<file path="src/rtl/epp_pkg.sv">
package epp_pkg;
  typedef enum logic [1:0] {SZ_BYTE = 2'd0, SZ_HALF = 2'd1, SZ_WORD = 2'd2} acc_size_e;
  typedef enum logic [1:0] {HS_IDLE, HS_WAITLO, HS_STB, HS_DONE} hs_state_e;
  typedef enum logic {SQ_IDLE, SQ_RUN} sq_state_e;
  localparam logic [2:0] OFF_SPP  = 3'd0;
  localparam logic [2:0] OFF_STAT = 3'd1;
  localparam logic [2:0] OFF_CTRL = 3'd2;
  localparam logic [2:0] OFF_ADDR = 3'd3;
  localparam logic [2:0] OFF_DATA = 3'd4;
  localparam logic [7:0] CTRL_RST = 8'h04;
endpackage

</file>
<file path="src/rtl/epp_sync.sv">
module epp_sync #(
  parameter int unsigned STAGES = 2,
  parameter logic        RST_VAL = 1'b1
) (
  input  logic clk_i,
  input  logic rst_ni,
  input  logic d_i,
  output logic q_o
);
  logic [STAGES-1:0] chain_q;

  generate
    for (genvar i = 0; i < int'(STAGES); i++) begin : g_stage
      always_ff @(posedge clk_i or negedge rst_ni) begin
        if (!rst_ni) chain_q[i] <= RST_VAL;
        else if (i == 0) chain_q[i] <= d_i;
        else chain_q[i] <= chain_q[(i == 0) ? 0 : i-1];
      end
    end
  endgenerate

  assign q_o = chain_q[STAGES-1];
endmodule

</file>
<file path="src/rtl/epp_regs.sv">
module epp_regs import epp_pkg::*; (
  input  logic       clk_i,
  input  logic       rst_ni,
  input  logic       wr_spp_i,
  input  logic       wr_ctrl_i,
  input  logic       wr_stat_i,
  input  logic [7:0] wdata_i,
  input  logic       tmo_set_i,
  output logic [7:0] spp_q_o,
  output logic [7:0] ctrl_q_o,
  output logic       tmo_q_o
);
  always_ff @(posedge clk_i or negedge rst_ni) begin
    if (!rst_ni) begin
      spp_q_o  <= '0;
      ctrl_q_o <= CTRL_RST;
      tmo_q_o  <= 1'b0;
    end else begin
      if (wr_spp_i)  spp_q_o  <= wdata_i;
      if (wr_ctrl_i) ctrl_q_o <= wdata_i;
      if (tmo_set_i) tmo_q_o <= 1'b1;
      else if (wr_stat_i && wdata_i[0]) tmo_q_o <= 1'b0;
    end
  end
endmodule

</file>
<file path="src/rtl/epp_handshake.sv">
module epp_handshake import epp_pkg::*; #(
  parameter int unsigned TMO_CYCLES = 500
) (
  input  logic       clk_i,
  input  logic       rst_ni,
  input  logic       start_i,
  input  logic       is_read_i,
  input  logic       is_addr_i,
  input  logic [7:0] byte_i,
  input  logic       wait_s_i,
  input  logic [7:0] ad_i,
  output logic       active_o,
  output logic       n_write_o,
  output logic       n_dstb_o,
  output logic       n_astb_o,
  output logic       ad_oe_o,
  output logic [7:0] ad_o,
  output logic       done_o,
  output logic       tmo_o,
  output logic [7:0] rd_byte_o
);
  localparam int unsigned CW = $clog2(TMO_CYCLES + 1);
  localparam logic [CW-1:0] CNT_LAST = CW'(TMO_CYCLES - 1);

  hs_state_e      st_q;
  logic [CW-1:0]  cnt_q;
  logic           rd_q, adr_q, tmo_q;
  logic [7:0]     byte_q, cap_q;

  always_ff @(posedge clk_i or negedge rst_ni) begin
    if (!rst_ni) begin
      st_q   <= HS_IDLE;
      cnt_q  <= '0;
      rd_q   <= 1'b0;
      adr_q  <= 1'b0;
      tmo_q  <= 1'b0;
      byte_q <= '0;
      cap_q  <= '0;
    end else begin
      unique case (st_q)
        HS_IDLE: if (start_i) begin
          st_q   <= HS_WAITLO;
          cnt_q  <= '0;
          rd_q   <= is_read_i;
          adr_q  <= is_addr_i;
          byte_q <= byte_i;
          tmo_q  <= 1'b0;
        end
        HS_WAITLO: begin
          if (!wait_s_i) begin
            st_q  <= HS_STB;
            cnt_q <= '0;
          end else if (cnt_q == CNT_LAST) begin
            st_q  <= HS_DONE;
            tmo_q <= 1'b1;
          end else cnt_q <= cnt_q + 1'b1;
        end
        HS_STB: begin
          if (wait_s_i) begin
            st_q  <= HS_DONE;
            cap_q <= ad_i;
          end else if (cnt_q == CNT_LAST) begin
            st_q  <= HS_DONE;
            tmo_q <= 1'b1;
            cap_q <= '0;
          end else cnt_q <= cnt_q + 1'b1;
        end
        HS_DONE: begin
          st_q  <= HS_IDLE;
          tmo_q <= 1'b0;
        end
        default: st_q <= HS_IDLE;
      endcase
    end
  end

  assign active_o  = (st_q != HS_IDLE);
  assign n_write_o = !(active_o && !rd_q);
  assign ad_oe_o   = active_o && !rd_q;
  assign ad_o      = byte_q;
  assign n_dstb_o  = !((st_q == HS_STB) && !adr_q);
  assign n_astb_o  = !((st_q == HS_STB) && adr_q);
  assign done_o    = (st_q == HS_DONE);
  assign tmo_o     = tmo_q;
  assign rd_byte_o = cap_q;
endmodule

</file>
<file path="src/rtl/epp_sequencer.sv">
module epp_sequencer import epp_pkg::*; #(
  parameter int unsigned BUS_BYTES = 4
) (
  input  logic                   clk_i,
  input  logic                   rst_ni,
  input  logic                   req_i,
  input  logic                   we_i,
  input  logic [2:0]             addr_i,
  input  logic [1:0]             size_i,
  input  logic [8*BUS_BYTES-1:0] wdata_i,
  output logic                   ack_o,
  output logic [8*BUS_BYTES-1:0] rdata_o,
  input  logic [7:0]             pin_data_i,
  input  logic [7:0]             status_i,
  input  logic [7:0]             ctrl_i,
  output logic                   wr_spp_o,
  output logic                   wr_ctrl_o,
  output logic                   wr_stat_o,
  output logic                   tmo_set_o,
  output logic                   hs_start_o,
  output logic                   hs_read_o,
  output logic                   hs_addr_o,
  output logic [7:0]             hs_byte_o,
  input  logic                   hs_done_i,
  input  logic                   hs_tmo_i,
  input  logic [7:0]             hs_rd_byte_i
);
  localparam int unsigned BW    = 8 * BUS_BYTES;
  localparam int unsigned IDX_W = (BUS_BYTES > 1) ? $clog2(BUS_BYTES) : 1;

  sq_state_e        sq_q;
  logic [IDX_W-1:0] idx_q, last_q, last_d;
  logic [BW-1:0]    wbuf_q, rbuf_q, rbuf_d, rdata_q;
  logic             ack_q, start_q, rd_q, adr_q;
  logic             accept, is_epp, finish;
  logic [7:0]       local_byte;

  assign accept = req_i && !ack_q && (sq_q == SQ_IDLE);
  assign is_epp = (addr_i >= OFF_ADDR);
  assign finish = (sq_q == SQ_RUN) && hs_done_i && (hs_tmo_i || idx_q == last_q);

  assign wr_spp_o  = accept && we_i && (addr_i == OFF_SPP);
  assign wr_stat_o = accept && we_i && (addr_i == OFF_STAT);
  assign wr_ctrl_o = accept && we_i && (addr_i == OFF_CTRL);
  assign tmo_set_o = (sq_q == SQ_RUN) && hs_done_i && hs_tmo_i;

  always_comb begin
    last_d = '0;
    if (addr_i == OFF_DATA) begin
      unique case (size_i)
        SZ_HALF: last_d = IDX_W'((BUS_BYTES > 1) ? 1 : 0);
        SZ_WORD: last_d = IDX_W'(BUS_BYTES - 1);
        default: last_d = '0;
      endcase
    end
  end

  always_comb begin
    unique case (addr_i)
      OFF_SPP:  local_byte = pin_data_i;
      OFF_STAT: local_byte = status_i;
      OFF_CTRL: local_byte = ctrl_i;
      default:  local_byte = '0;
    endcase
  end

  always_comb begin
    rbuf_d = rbuf_q;
    rbuf_d[idx_q*8 +: 8] = rd_q ? hs_rd_byte_i : 8'h00;
  end

  always_ff @(posedge clk_i or negedge rst_ni) begin
    if (!rst_ni) begin
      sq_q    <= SQ_IDLE;
      idx_q   <= '0;
      last_q  <= '0;
      wbuf_q  <= '0;
      rbuf_q  <= '0;
      rdata_q <= '0;
      ack_q   <= 1'b0;
      start_q <= 1'b0;
      rd_q    <= 1'b0;
      adr_q   <= 1'b0;
    end else begin
      ack_q   <= 1'b0;
      start_q <= 1'b0;
      unique case (sq_q)
        SQ_IDLE: if (accept) begin
          if (is_epp) begin
            sq_q    <= SQ_RUN;
            rd_q    <= !we_i;
            adr_q   <= (addr_i == OFF_ADDR);
            last_q  <= last_d;
            idx_q   <= '0;
            wbuf_q  <= wdata_i;
            rbuf_q  <= '0;
            start_q <= 1'b1;
          end else begin
            ack_q   <= 1'b1;
            rdata_q <= {{(BW-8){1'b0}}, we_i ? 8'h00 : local_byte};
          end
        end
        SQ_RUN: if (hs_done_i) begin
          rbuf_q <= rbuf_d;
          if (finish) begin
            sq_q    <= SQ_IDLE;
            ack_q   <= 1'b1;
            rdata_q <= rbuf_d;
          end else begin
            idx_q   <= idx_q + 1'b1;
            start_q <= 1'b1;
          end
        end
        default: sq_q <= SQ_IDLE;
      endcase
    end
  end

  assign ack_o      = ack_q;
  assign rdata_o    = rdata_q;
  assign hs_start_o = start_q;
  assign hs_read_o  = rd_q;
  assign hs_addr_o  = adr_q;
  assign hs_byte_o  = wbuf_q[idx_q*8 +: 8];
endmodule

</file>
<file path="src/rtl/epp_host_ctrl.sv">
module epp_host_ctrl import epp_pkg::*; #(
  parameter int unsigned BUS_BYTES   = 4,
  parameter int unsigned TMO_CYCLES  = 500,
  parameter int unsigned SYNC_STAGES = 2
) (
  input  logic                   clk_i,
  input  logic                   rst_ni,
  input  logic                   bus_req_i,
  input  logic                   bus_we_i,
  input  logic [2:0]             bus_addr_i,
  input  logic [1:0]             bus_size_i,
  input  logic [8*BUS_BYTES-1:0] bus_wdata_i,
  output logic                   bus_ack_o,
  output logic [8*BUS_BYTES-1:0] bus_rdata_o,
  input  logic [7:0]             ad_i,
  output logic [7:0]             ad_o,
  output logic                   ad_oe_o,
  output logic                   n_write_o,
  output logic                   n_dstb_o,
  output logic                   n_astb_o,
  output logic                   n_rst_o,
  input  logic                   n_wait_i,
  input  logic                   n_intr_i
);
  logic       wait_s;
  logic [7:0] spp_q, ctrl_q, status;
  logic       tmo_q, tmo_set, wr_spp, wr_ctrl, wr_stat;
  logic       hs_start, hs_read, hs_addr, hs_done, hs_tmo, hs_active;
  logic       hs_n_write, hs_n_dstb, hs_n_astb, hs_ad_oe;
  logic [7:0] hs_byte, hs_rd_byte, hs_ad;

  epp_sync #(.STAGES(SYNC_STAGES), .RST_VAL(1'b1)) u_wait_sync (
    .clk_i(clk_i), .rst_ni(rst_ni), .d_i(n_wait_i), .q_o(wait_s)
  );

  assign status = {~wait_s, n_intr_i, 5'b0, tmo_q};

  epp_regs u_regs (
    .clk_i(clk_i), .rst_ni(rst_ni),
    .wr_spp_i(wr_spp), .wr_ctrl_i(wr_ctrl), .wr_stat_i(wr_stat),
    .wdata_i(bus_wdata_i[7:0]), .tmo_set_i(tmo_set),
    .spp_q_o(spp_q), .ctrl_q_o(ctrl_q), .tmo_q_o(tmo_q)
  );

  epp_sequencer #(.BUS_BYTES(BUS_BYTES)) u_seq (
    .clk_i(clk_i), .rst_ni(rst_ni),
    .req_i(bus_req_i), .we_i(bus_we_i), .addr_i(bus_addr_i),
    .size_i(bus_size_i), .wdata_i(bus_wdata_i),
    .ack_o(bus_ack_o), .rdata_o(bus_rdata_o),
    .pin_data_i(ad_i), .status_i(status), .ctrl_i(ctrl_q),
    .wr_spp_o(wr_spp), .wr_ctrl_o(wr_ctrl), .wr_stat_o(wr_stat),
    .tmo_set_o(tmo_set),
    .hs_start_o(hs_start), .hs_read_o(hs_read), .hs_addr_o(hs_addr),
    .hs_byte_o(hs_byte), .hs_done_i(hs_done), .hs_tmo_i(hs_tmo),
    .hs_rd_byte_i(hs_rd_byte)
  );

  epp_handshake #(.TMO_CYCLES(TMO_CYCLES)) u_hs (
    .clk_i(clk_i), .rst_ni(rst_ni),
    .start_i(hs_start), .is_read_i(hs_read), .is_addr_i(hs_addr),
    .byte_i(hs_byte), .wait_s_i(wait_s), .ad_i(ad_i),
    .active_o(hs_active), .n_write_o(hs_n_write), .n_dstb_o(hs_n_dstb),
    .n_astb_o(hs_n_astb), .ad_oe_o(hs_ad_oe), .ad_o(hs_ad),
    .done_o(hs_done), .tmo_o(hs_tmo), .rd_byte_o(hs_rd_byte)
  );

  // handshake owns the strobe pins while a byte cycle runs
  assign n_write_o = hs_active ? hs_n_write : ~ctrl_q[0];
  assign n_dstb_o  = hs_active ? hs_n_dstb  : ~ctrl_q[1];
  assign n_astb_o  = hs_active ? hs_n_astb  : ~ctrl_q[3];
  assign ad_oe_o   = hs_active ? hs_ad_oe   : ~ctrl_q[5];
  assign ad_o      = hs_active ? hs_ad      : spp_q;
  assign n_rst_o   = ctrl_q[2];
endmodule

</file>
<file path="config.mk">
export PLATFORM = sky130hd
export DESIGN_NAME = epp_host_ctrl
export DESIGN_NICKNAME = d
export VERILOG_FILES = /design/src/rtl/epp_pkg.sv /design/src/rtl/epp_sync.sv /design/src/rtl/epp_regs.sv /design/src/rtl/epp_handshake.sv /design/src/rtl/epp_sequencer.sv /design/src/rtl/epp_host_ctrl.sv
export SDC_FILE = /design/constraint.sdc
export NUM_CORES = 1
export LEC_CHECK = 0
export BUFFER_PORTS_ARGS = -buffer_cell sky130_fd_sc_hd__buf_2
export CAP_MARGIN = 20
export CORE_MARGIN = 2
export CORE_UTILIZATION = 62
export CTS_BUF_LIST = sky130_fd_sc_hd__clkbuf_16
export CTS_CLUSTER_SIZE = 20
export DETAILED_ROUTE_END_ITERATION = 16
export GPL_ROUTABILITY_DRIVEN = 0
export PLACE_DENSITY = 0.85
export SYNTH_ARGS = -nofsm -noshare
export SYNTH_HDL_FRONTEND = slang
export SYNTH_SLANG_ARGS = --single-unit
</file>
<file path="constraint.sdc">
create_clock -name clk_i -period 4.3 [get_ports clk_i]
set_clock_uncertainty 0.2 [all_clocks]
set_input_delay 0.86 -clock clk_i [delete_from_list [all_inputs] [get_ports clk_i]]
set_output_delay 0.86 -clock clk_i [all_outputs]
set_load 0.01 [all_outputs]
</file>
== After elaboration in Yosys (flattened, before gate mapping) ==
Index checks and enable logic that the tools add are counted.
W data, S select, Z words.
Storage, ports and cells
  input port bits: 51
  output and inout bits: 46
  word-level logic and storage cells: 146
  register bits after elaboration: 154
Cells by class
  add/sub/neg operators: 3
  eq/ne operators: 20
  shift operators: 3
  mux-type cells: 56
  bitwise logic cells: 6
  reductions and logical operators: 35
  order comparisons: 1
Operators with widths (number)
  $mux W32: 7
  $pmux W32 S2: 2
  $mux W8: 5
  $mux W9: 4
  $neg A5 Y34: 1
  $shift A8 B34 Y32 const A: 1
  $shiftx A8 B34 Y32: 1
  $bwmux W32: 1
  $shiftx A32 B6 Y8: 1
  $pmux W9 S3: 1
  $pmux W8 S3: 1
  $mux W1: 19
  $mux W2: 9
  $logic_and A1 B1 Y1: 13
  $ne A2 B2 Y1 const B: 6
  $reduce_and A3 Y1: 4
  $add A9 B1 Y9 const B: 1
  $eq A9 B9 Y1 const B: 1
  $pmux W2 S2: 2
  $pmux W2 S4: 1
  $reduce_and A4 Y1: 2
  $logic_not A1 Y1: 7
  $eq A2 B2 Y1 const B: 3
  $eq A3 B2 Y1 const B: 2
  other kinds (16): 29

== Logic depth before layout (Yosys ltp) ==
Gate-level depths: netlist (run 1).
  word-level depth: 8
  mapped depth: 9
  depth with buffers taken out: 6

== Modules after synthesis ==
From an unflattened synthesis (run 1), not the netlist that was laid out.
Second synthesis, totals
  cell total of the unflattened synthesis: 727
  area, all modules: 7638.6 um^2
Modules (own cells, without submodules)
  epp_sequencer: cells each 547, area an instance 5271.3 um^2, sequential area each 2627.5 um^2, instances 1
  epp_handshake: cells each 121, area an instance 1447.6 um^2, sequential area each 750.7 um^2, instances 1
  epp_regs: cells each 37, area an instance 700.7 um^2, sequential area each 426.7 um^2, instances 1
  epp_host_ctrl: cells each 20, area an instance 166.4 um^2, sequential area each 0.0 um^2, instances 1
  epp_sync: cells each 2, area an instance 52.6 um^2, sequential area each 52.6 um^2, instances 1

== Worst setup path after synthesis (run 1) ==
OpenSTA, ideal clock, no wires.
  path type: reg-to-output
  start: register u_hs.st_q[0]
  end: output ad_o[5]
  buffers on the path: 2
  slack: 1768 ps
  arrival time: 1472 ps
  cell stages (with the launch flop): 6
  data required time: 3240 ps
  cell sequence: dfrtp_1 inv_1 ha_1 buf_2 clkbuf_1 mux2_2
Between the ends
  longest elaborated chain between the ends: 2
Ends and longest elaborated chain
  start, declared: line epp_handshake.sv:25  | hs_state_e st_q;
  start signal, assigned: line epp_handshake.sv:32  | st_q <= HS_IDLE;
  start signal, assigned: line epp_handshake.sv:42  | st_q <= HS_WAITLO;
  start signal, assigned: line epp_handshake.sv:51  | st_q <= HS_STB;
  $reduce_bool A2 Y1: line epp_handshake.sv:77  | assign active_o = (st_q != HS_IDLE);
  $mux W8: line epp_host_ctrl.sv:72  | assign ad_o = hs_active ? hs_ad : spp_q;
  end, declared: line epp_host_ctrl.sv:16  | output logic [7:0] ad_o,
No other way between the ends.

== Worst setup path in the final report (run 1) ==
  start: register u_hs.st_q[0]
  end: output n_astb_o
Between the ends
  longest elaborated chain between the ends: 4
  elaborated cells between the ends (all ways): 5
  those cells by class: eq/ne: 1; mux: 1; reduce/logical: 3
Ends and longest elaborated chain
  $eq A2 B2 Y1: line epp_handshake.sv:82  | assign n_astb_o = !((st_q == HS_STB) && adr_q);
  $logic_and A1 B1 Y1: line epp_handshake.sv:82
  $logic_not A1 Y1: line epp_handshake.sv:82
  $mux W1 (*): line epp_host_ctrl.sv:70  | assign n_astb_o = hs_active ? hs_n_astb : ~ctrl_q[3];
  end, declared: line epp_host_ctrl.sv:20  | output logic n_astb_o,
Every way passes the cells marked *; elsewhere a longest branch is shown, timed or not.

==> results of run 1 <==
-- path summary, 6_finish.rpt --
| path | cells after the start | end | slack (ns) | from |
|---|---|---|---|---|
| max | 6 | n_astb_o | 0.81 | u_hs.st_q[0] |
| min | 0 | u_wait_sync.q_o | 0.16 | u_wait_sync.chain_q[0] |
| max reg2reg | 6 | u_seq.rbuf_q[31] | 1.25 | u_seq.idx_q[0] |
| min reg2reg | 0 | u_wait_sync.q_o | 0.16 | u_wait_sync.chain_q[0] |
| max in group asynchronous | 2 | u_seq.rdata_o[15] | 2.72 | rst_ni |
| min in group asynchronous | 1 | u_hs.cnt_q[3] | 0.34 | rst_ni |
-- metrics by stage --
step	std cells	hold WS, ns	instance area [um2]	util
final	937	0.157	8580	0.745
after CTS	935	0.158	8550	0.742
after detailed placement	903	0.149	7950	0.690
after global routing	937	0.159	8580	0.745
after global placement	902	0.148	7920	0.688
after floorplan	699	0.145	7410	-
-- area by class of cell --
| cell class | instances | share of cell area |
|---|---|---|
| clock buffer | 17 | 0.0496 |
| timing repair buffer | 102 | 0.0681 |
| multi-input combinational | 452 | 0.368 |
| sequential | 154 | 0.450 |
| clock inverter | 15 | 0.0201 |
| tap | 143 | 0.0209 |
| antenna | 1 | 0.000292 |
| inverter | 53 | 0.0232 |
-- Yosys cell counts (3+ instances only) --
cell type	number	area share
a222oi_1	5	0.0068
nand3_1	10	0.0068
clkbuf_1	18	0.0091
a32o_1	15	0.020
inv_1	53	0.027
mux2_2	39	0.059
and2_1	4	0.0034
a21o_1	5	0.0051
a22o_1	18	0.021
and3_1	5	0.0042
buf_2	16	0.011
nand2_1	162	0.082
dfstp_2	3	0.011
mux2i_1	36	0.049
mux4_2	8	0.024
nand3b_1	5	0.0051
ha_1	12	0.020
o21ai_0	44	0.030
nor2b_1	6	0.0051
dfrtp_1	151	0.51
o22ai_1	9	0.0076
buf_6	3	0.0046
a21oi_1	9	0.0061
nor3_1	3	0.0020
nor2_1	8	0.0041
and3_2	3	0.0030
-- power groups by stage --
stage | combinational [W] | sequential, W | clock [W]
after CTS | 0.00207 | 0.00250 | 0.00153
after global routing | 0.00232 | 0.00255 | 0.00161
after global placement | 0.00190 | 0.00246 | 0
after detailed placement | 0.00202 | 0.00250 | 0
final | 0.00213 | 0.00250 | 0.00152
after floorplan | 0.00149 | 0.00235 | 0
-- worst max-delay path, delay by kind of cell (launching register included) --
family                   cells  cell delay (ns)
AO/OA/AOI/OAI                1             0.16
adder cells (fa/ha/maj)      1             0.68
buffers and inverters        3             0.51
flip-flops                   1             0.43
AND/OR/NAND/NOR              1             0.22
-- state kept, by name, indices dropped and copies added (netlist names), 2 cells and up --
register and cells:
u_hs.ad_o 8, u_hs.cnt_q 9, u_hs.rd_byte_o 8, u_hs.st_q 2, u_regs.ctrl_q_o 8, u_regs.spp_q_o 8, u_seq.idx_q 2, u_seq.last_q 2
u_seq.rbuf_q 32, u_seq.rdata_o 32, u_seq.wbuf_q 32
-- routing by layer --
metal / track usage / wire, um / vias to the layer above
met5: 0 / 0 / -
met4: 0.134 / 585 / 0
met3: 0.0734 / 1450 / 51
met2: 0.483 / 9190 / 307
met1: 0.391 / 7330 / 2838
li1: - / - / 2573
-- cells by family (layout without fill, tap and decap cells) --
kind of cell | Yosys count | in the layout | share of synthesized area
other cells | 0 | 1 | 0
simple gates | 231 | 231 | 0.152
compound gates | 124 | 124 | 0.118
xor+xnor | 2 | 2 | 0.00237
mux | 83 | 83 | 0.132
flops | 154 | 154 | 0.521
fa+ha+maj | 12 | 12 | 0.0203
buf+inv | 93 | 187 | 0.0539
==> reports/metrics.cfg, run 1 <==
[status]
run_status=complete, no violations

[floorplanning]
num_rows=39
die_width_um=113
io_pins=97
core-area_um2=11500
initial_core_util=0.643
dieArea_um2=12800
die_y_um=113

[final_layout]
syn_to_final_growth_pct=15.8
layout_common_cells=nand2_1, dfrtp_1, buf_2
n_fill_cell=755
drive_above_1_share=0.253
multi_input_area_um2=3160
layout_commonest_cell=nand2_1
nets=843
seq_area_um2=3860

[min_path]
hp-class=reg2reg

[pwr]
p_sw_frac=0.375
combPwrFrac=0.346
clkPwrFrac=0.248
peakVddDrop_uv=663
power_switching_w=0.00231
power_w=0.00615
p_leak_nw=4.12
power_frac_seq=0.407
p_int_w=0.00385
cellPowerDensity_nw_per_um2=717

[drt]
wirelength_um=18600
vias=5769
ant_nets=0
wl_per_cell_um=19.8
drt_pass1_iterations=5
drc=0
drt_iter0_markers=515
viasPerCell=6.16

[critical_path]
crit_type=reg2out
startpoint_type=flip-flop
required_ns=3.24
endpoint_kind=output port
worstPathCellList=inv_1 -> ha_1 -> inv_1 -> and3_1 -> a21oi_1 -> buf_2
worst_path_largest_cell_delay_ns=0.68
crit_fanout=19
cpMaxStageDelayCell=ha_1
worstPathArrival_ns=2.43
cp_common_cell=inv_1

[logic_synthesis]
ys_warn_count=0
synthFlopType=dfrtp_1
yosysUniqueCellTypes=66
async_reset_ff_frac=1.00
synth_seq_cells=154
syn_avg_cell_area_um2=10.6
synth.net_count=762
syn-cell-area_um2=7410
synth_cells=699
synth-edff-count=0
ys_seq_area_frac=0.521

[place]
place_ws_ns=1.28
port_buffers=96
place_hpwl_um=11900

[clock_network]
clock_latency_ns=0.42
numCtsBuffers=17
root_buffer=clkbuf_16
clock_path_buffers=2
clk_pin_slew_ns=0.06
cts_tree=done
post_cts_buffers=0
ctsResizeCount=0
h-tree-depth=4
cts.sinks=154
cts_hold_repair.buffers=0

[timing]
finalSetupViolCount=0
rsz0062_at_grt=false
drv_slew=0
tightest_slew_ns=0.898
fin_crit_ns=3.49
final-hold-violation-count=0
finalCritPeriodShare=0.812
slew_headroom=0.402
setup_ws_ns=0.810
tns_ns=0
fmax_ghz=0.287

[global_route]
grt_first_pass_wirelength_um=29500
grt_max_degree=100
gr-total-overflow=0
track_usage=0.300
antenna_found_initial=1
grt_pass1_vias=5821

[job]
maxCapViolCount=0

(Power assumes the default switching activity.)
==> run 2, diff against run 1 <==
ABC_AREA = 1   (was unset)
CORE_UTILIZATION = 58   (was 62)
PLACE_DENSITY = 0.8   (was 0.85)
clock period = 3.5 ns   (was 4.3 ns; I/O delays follow)
==> run 2 against run 1 <==
Net effect:
- the run now ends with hold timing left
- cell count increased by 33%
- register-to-register slack worse by 0.43 ns
- final area grew 1.1%
- non-clock buffer count increased by 5
- first-iteration DRC count fell by 3.7%
- largest cell class unchanged
==> reports/metrics.cfg, run 2 <==
[status]
run_status=complete, but fails checks
violations=hold timing

[clock_network]
cts_hold_repair.buffers=0  ; unchanged
ctsResizeCount=0  ; unchanged
h-tree-depth=4  ; unchanged
root_buffer=clkbuf_16
cts_tree=done
clock_latency_ns=0.42  ; about the same
numCtsBuffers=17  ; unchanged
clock_path_buffers=2  ; unchanged
post_cts_buffers=0  ; unchanged
clk_pin_slew_ns=0.06  ; about the same
cts.sinks=154  ; unchanged

[timing]
tightest_slew_ns=0.735  ; -0.163 ns
tns_ns=0  ; unchanged
fmax_ghz=0.321
finalSetupViolCount=0  ; unchanged
hold_slack_ns=-0.00369  ; -0.161 ns
final-hold-violation-count=2  ; +2
fin_crit_ns=3.11
rsz0062_at_grt=false
drv_slew=0  ; unchanged
slew_headroom=0.510  ; +0.108
finalCritPeriodShare=0.889

[logic_synthesis]
synth_simple_gate_area_frac=0.299  ; +0.147
ys_seq_area_frac=0.512  ; -0.00857
synth.net_count=1043  ; +37%
syn_avg_cell_area_um2=7.68  ; -27%
synth_compound_area_frac=0.0990  ; -0.0191
synthTopCellsByArea=dfrtp_1, nand2_1, o21ai_0
ys_warn_count=0  ; unchanged
synth_seq_cells=154  ; unchanged
muxShareOfSynthArea=0  ; -0.132
synth-xor-area-share=0  ; -0.00237
yosysUniqueCellTypes=31  ; -53%
yosys.cell_count.top_type=nand2_1
synth_top_family_by_area=simple AND/OR/NAND/NOR gates
synthTopCellsByCount=nand2_1, dfrtp_1, o21ai_0, nand3_1, inv_1
synth_cells=980  ; +40%
async_reset_ff_frac=1.00  ; unchanged
synth-edff-count=0  ; unchanged
syn-cell-area_um2=7530  ; +1.7%
synthFlopType=dfrtp_1
yosysTopAreaCellShare=0.502  ; -0.00839
yosysTopAreaCell=dfrtp_1
synthAdderAreaFrac=0.0199  ; -0.000334

[drt]
drc=0  ; unchanged
drt_pass1_iterations=5  ; unchanged
wl_per_cell_um=14.5  ; -27%
ant_nets=0  ; unchanged
vias=6619  ; +15%
viasPerCell=5.31  ; -14%
drt_iter0_markers=496  ; -3.7%
wirelength_um=18100  ; -2.6%

[final_layout]
final_cell_count_no_fill=1246  ; +33%
layout_commonest_cell=nand2_1
syn_to_final_growth_pct=15.2
diodes=0  ; -1
drive_above_1_share=0.151  ; -0.103
layout_common_cells=nand2_1, dfrtp_1, buf_2
fin_util=0.684  ; -0.0604
nets=1124  ; +33%

[min_path]
hp-class=in2async

[critical_path]
crit_fanout=21  ; +2
endpoint_kind=output port
crit_cells=5  ; -1
crit_type=reg2out
required_ns=2.60  ; -0.64 ns
worst_path_largest_cell_delay_ns=0.59  ; -0.09 ns
worstPathCellList=inv_1 -> ha_1 -> inv_1 -> o21ai_0 -> buf_2
startpoint_type=flip-flop
cp_common_cell=inv_1
crit_buf_inv=3  ; unchanged
worstPathArrival_ns=2.21  ; -0.22 ns
cpMaxStageDelayCell=ha_1
rr_worst_depth=8  ; +2
cp_top_family=adder cells

[place]
place_hpwl_um=12300  ; +3.4%
place_inst=1214  ; +34%
port_buffers=96  ; unchanged

[global_route]
antenna_found_initial=0  ; -1
gr-total-overflow=0  ; unchanged
grt_max_degree=74  ; -26%
grt.busiest_layer=met2
grt_pass1_vias=6279  ; +7.9%
use_met3=0.0509  ; -0.0225
grt_first_pass_wirelength_um=30400  ; +3.0%
grtUsageMet1=0.363  ; -0.0275
grt_use_met2=0.429  ; -0.0543
track_usage=0.273  ; -0.0275

[floorplanning]
dieArea_um2=13900  ; +8.4%
io_pins=97  ; unchanged
num_rows=41  ; +5.1%
initial_core_util=0.594  ; -0.0488
core-area_um2=12700  ; +10%
die_width_um=118  ; +4.1%
die_y_um=118  ; +4.1%

[pwr]
p_sw_frac=0.387  ; +0.0122
p_int_w=0.00415  ; +7.9%
peakVddDrop_uv=575  ; -13%
power_frac_seq=0.389  ; -0.018
clkPwrFrac=0.271  ; +0.023
combPwrFrac=0.340  ; -0.006
power_w=0.00677  ; +10%
power_switching_w=0.00262  ; +14%
cellPowerDensity_nw_per_um2=780  ; +8.8%
p_leak_nw=4.60  ; +12%

[job]
maxCapViolCount=0  ; unchanged

-- run 2: per-layer routing --
layer,vias to the layer above,share of wire
met1,3056,0.44
met5,-,0
li1,3281,-
met3,43,0.055
met2,239,0.47
met4,0,0.036
-- run 2: area by class of cell --
| type | instances | area, um2 |
|---|---|---|
| Clock inverter | 15 | 158 |
| Sequential cell | 154 | 3860 |
| Inverter | 76 | 285 |
| Multi-Input combinational cell | 705 | 3150 |
| Clock buffer | 17 | 425 |
| Timing Repair Buffer | 107 | 582 |
| Fill cell | 1083 | 4000 |
| Tap cell | 172 | 215 |
-- run 2: cell families after synthesis --
group | after synthesis
flops | 154
buf+inv | 121
compound gates | 139
simple gates | 554
fa+ha+maj | 12
-- run 2: metrics by stage --
step,worst slack (ns),area (um2)
finish,0.389,8670
global route,0.182,8670
CTS,0.408,8670
detailed placement,0.745,8090
global placement,0.857,8090
floorplan,1.20,7530
-- run 2: worst paths after layout --
check | slack, ns | end | start
hold reg to reg | 0.15 | u_wait_sync.q_o | u_wait_sync.chain_q[0]
min in group clk_i | 0.15 | u_wait_sync.q_o | u_wait_sync.chain_q[0]
max in group asynchronous | 2.28 | u_seq.rdata_o[2] | rst_ni
setup / recovery | 0.39 | n_dstb_o | u_hs.st_q[0]
setup reg to reg | 0.82 | u_seq.rdata_o[23] | u_seq.idx_q[1]
hold / removal | -0.004 | u_regs.spp_q_o[5] | rst_ni
-- run 2: power groups by stage --
stage / sequential [W] / clock [W] / combinational (W)
global route: 0.00270 / 0.00193 / 0.00261
global placement: 0.00264 / 0 / 0.00223
floorplan: 0.00257 / 0 / 0.00165
CTS: 0.00263 / 0.00185 / 0.00230
finish: 0.00264 / 0.00183 / 0.00230
detailed placement: 0.00265 / 0 / 0.00227
==> run 3, diff against run 2 <==
CTS_BUF_LIST = unset   (was sky130_fd_sc_hd__clkbuf_16)
RECOVER_POWER = 25   (was unset)
==> run 3 against run 2 <==
Net effect:
- the run ends with capacitance limit, slew limit left
- global-route usage decreased by 0.11 points
- via count increased by 0.20%
- combinational power about the same
- cell count unchanged
- critical path type unchanged
==> reports/metrics.cfg, run 3 (synthesized netlist as in run 2, its figures left out) <==
[status]
run_status=complete, but fails checks
violations=capacitance limit, slew limit

[place]
place_ws_ns=0.745  ; unchanged
port_buffers=96  ; unchanged
place_inst=1214  ; unchanged
place_hpwl_um=12300  ; unchanged

[critical_path]
worstPathArrival_ns=2.22  ; about the same
crit_fanout=21  ; unchanged
endpoint_kind=output port
crit_type=reg2out
rr_worst_depth=8  ; unchanged
startpoint_type=flip-flop
required_ns=2.60  ; about the same

[final_layout]
nets=1124  ; unchanged
seq_area_um2=3860  ; unchanged
multi_input_area_um2=3150  ; unchanged
syn_to_final_growth_pct=15.5
fin_util=0.686  ; +0.00178
drive_above_1_share=0.153  ; +0.00186
layout_commonest_cell=nand2_1
diodes=0  ; unchanged
n_fill_cell=1077  ; -0.55%
layout_common_cells=nand2_1, dfrtp_1, buf_2
final_cell_count_no_fill=1246  ; unchanged

[timing]
finalSetupViolCount=0  ; unchanged
slew_headroom=-0.653  ; -1.16
tns_ns=0  ; unchanged
setup_ws_ns=0.384  ; -0.00489 ns
rsz0062_at_grt=false
fmax_ghz=0.321  ; -0.16%
drv_slew=47  ; +47
final-hold-violation-count=0  ; -2
finalCritPeriodShare=0.890  ; +0.00140
fin_crit_ns=3.12  ; +0.00489 ns
tightest_slew_ns=2.48  ; +1.74 ns

[pwr]
peakVddDrop_uv=544  ; -5.4%
power_w=0.00684  ; +1.0%
cellPowerDensity_nw_per_um2=786  ; +0.78%
p_leak_nw=4.61  ; +0.17%

[clock_network]
clk_pin_slew_ns=0.06  ; about the same
h-tree-depth=4  ; unchanged
cts.sinks=154  ; unchanged
ctsResizeCount=0  ; unchanged
cts_hold_repair.buffers=0  ; unchanged
post_cts_buffers=0  ; unchanged
clock_path_buffers=2  ; unchanged
root_buffer=clkbuf_16
cts_tree=done
clock_latency_ns=0.43  ; about the same
numCtsBuffers=17  ; unchanged

[global_route]
grt_max_degree=74  ; unchanged
antenna_found_initial=0  ; unchanged
gr-total-overflow=0  ; unchanged
grt_pass1_vias=6268  ; -0.18%
track_usage=0.272  ; -0.00110
grt_first_pass_wirelength_um=30300  ; -0.41%

[min_path]
hold_depth=0
hp-class=reg2reg

[floorplanning]
core-area_um2=12700  ; unchanged
die_y_um=118  ; unchanged
num_rows=41  ; unchanged
dieArea_um2=13900  ; unchanged
die_width_um=118  ; unchanged
io_pins=97  ; unchanged
initial_core_util=0.594  ; unchanged

[drt]
wl_per_cell_um=14.5  ; about the same
viasPerCell=5.32  ; +0.20%
wirelength_um=18100  ; about the same
drt_pass1_iterations=5  ; unchanged
drc=0  ; unchanged
ant_nets=0  ; unchanged
vias=6632  ; +0.20%
drt_iter0_markers=557  ; +12%

[job]
maxCapViolCount=1  ; +1

run 3: final timing paths:
check                                            start                 to  slack, ns
worst max-delay path                      u_hs.st_q[1]            ad_oe_o       0.38
worst min-delay path            u_wait_sync.chain_q[0]    u_wait_sync.q_o       0.16
worst max register to register          u_seq.idx_q[1]  u_seq.rdata_o[23]       0.81
worst min register to register  u_wait_sync.chain_q[0]    u_wait_sync.q_o       0.16
max in group asynchronous                       rst_ni  u_seq.rdata_o[16]       0.73
min in group asynchronous                       rst_ni  u_regs.spp_q_o[5]       0.84
run 3: where the power goes:
group          internal (W)  switching (W)  leakage, nW  total [W]
Clock               0.00118       0.000729        0.299    0.00190
Sequential          0.00230       0.000335         2.03    0.00263
Combinational      0.000741        0.00156         2.28    0.00230
Total               0.00422        0.00262         4.61    0.00684
run 3: metrics by stage:
step	instance area, um2	hold WS (ns)
4_1_cts	8700	0.00160
6_report	8690	0.155
5_1_grt	8690	0.159
3_5_place_dp	8090	0.147
3_3_place_gp	8090	0.146
2_1_floorplan	7530	0.145
run 3: layout make-up:
| cell class | count | share of cell area |
|---|---|---|
| well taps | 172 | 0.0248 |
| clock buffers | 21 | 0.0541 |
| flip-flops and latches | 154 | 0.444 |
| clock inverters | 11 | 0.0164 |
| inverters | 76 | 0.0328 |
| repair buffers | 107 | 0.0661 |
| multi-input cells | 705 | 0.362 |
run 3: per-layer routing:
metal	wire (um)	up-vias	global-route usage	share of wire
met5	0	-	0	0
met4	696	0	0.139	0.038
met3	1200	49	0.0518	0.067
met2	8470	267	0.429	0.47
met1	7720	3042	0.359	0.43
li1	-	3274	-	-
run 3: critical path, cell delays in order (launching register included):
cell	delay, ns
dfrtp_1	0.45
inv_1	0.11
ha_1	0.59
inv_1	0.26
nand2_1	0.14
o21a_1	0.12
buf_2	0.12
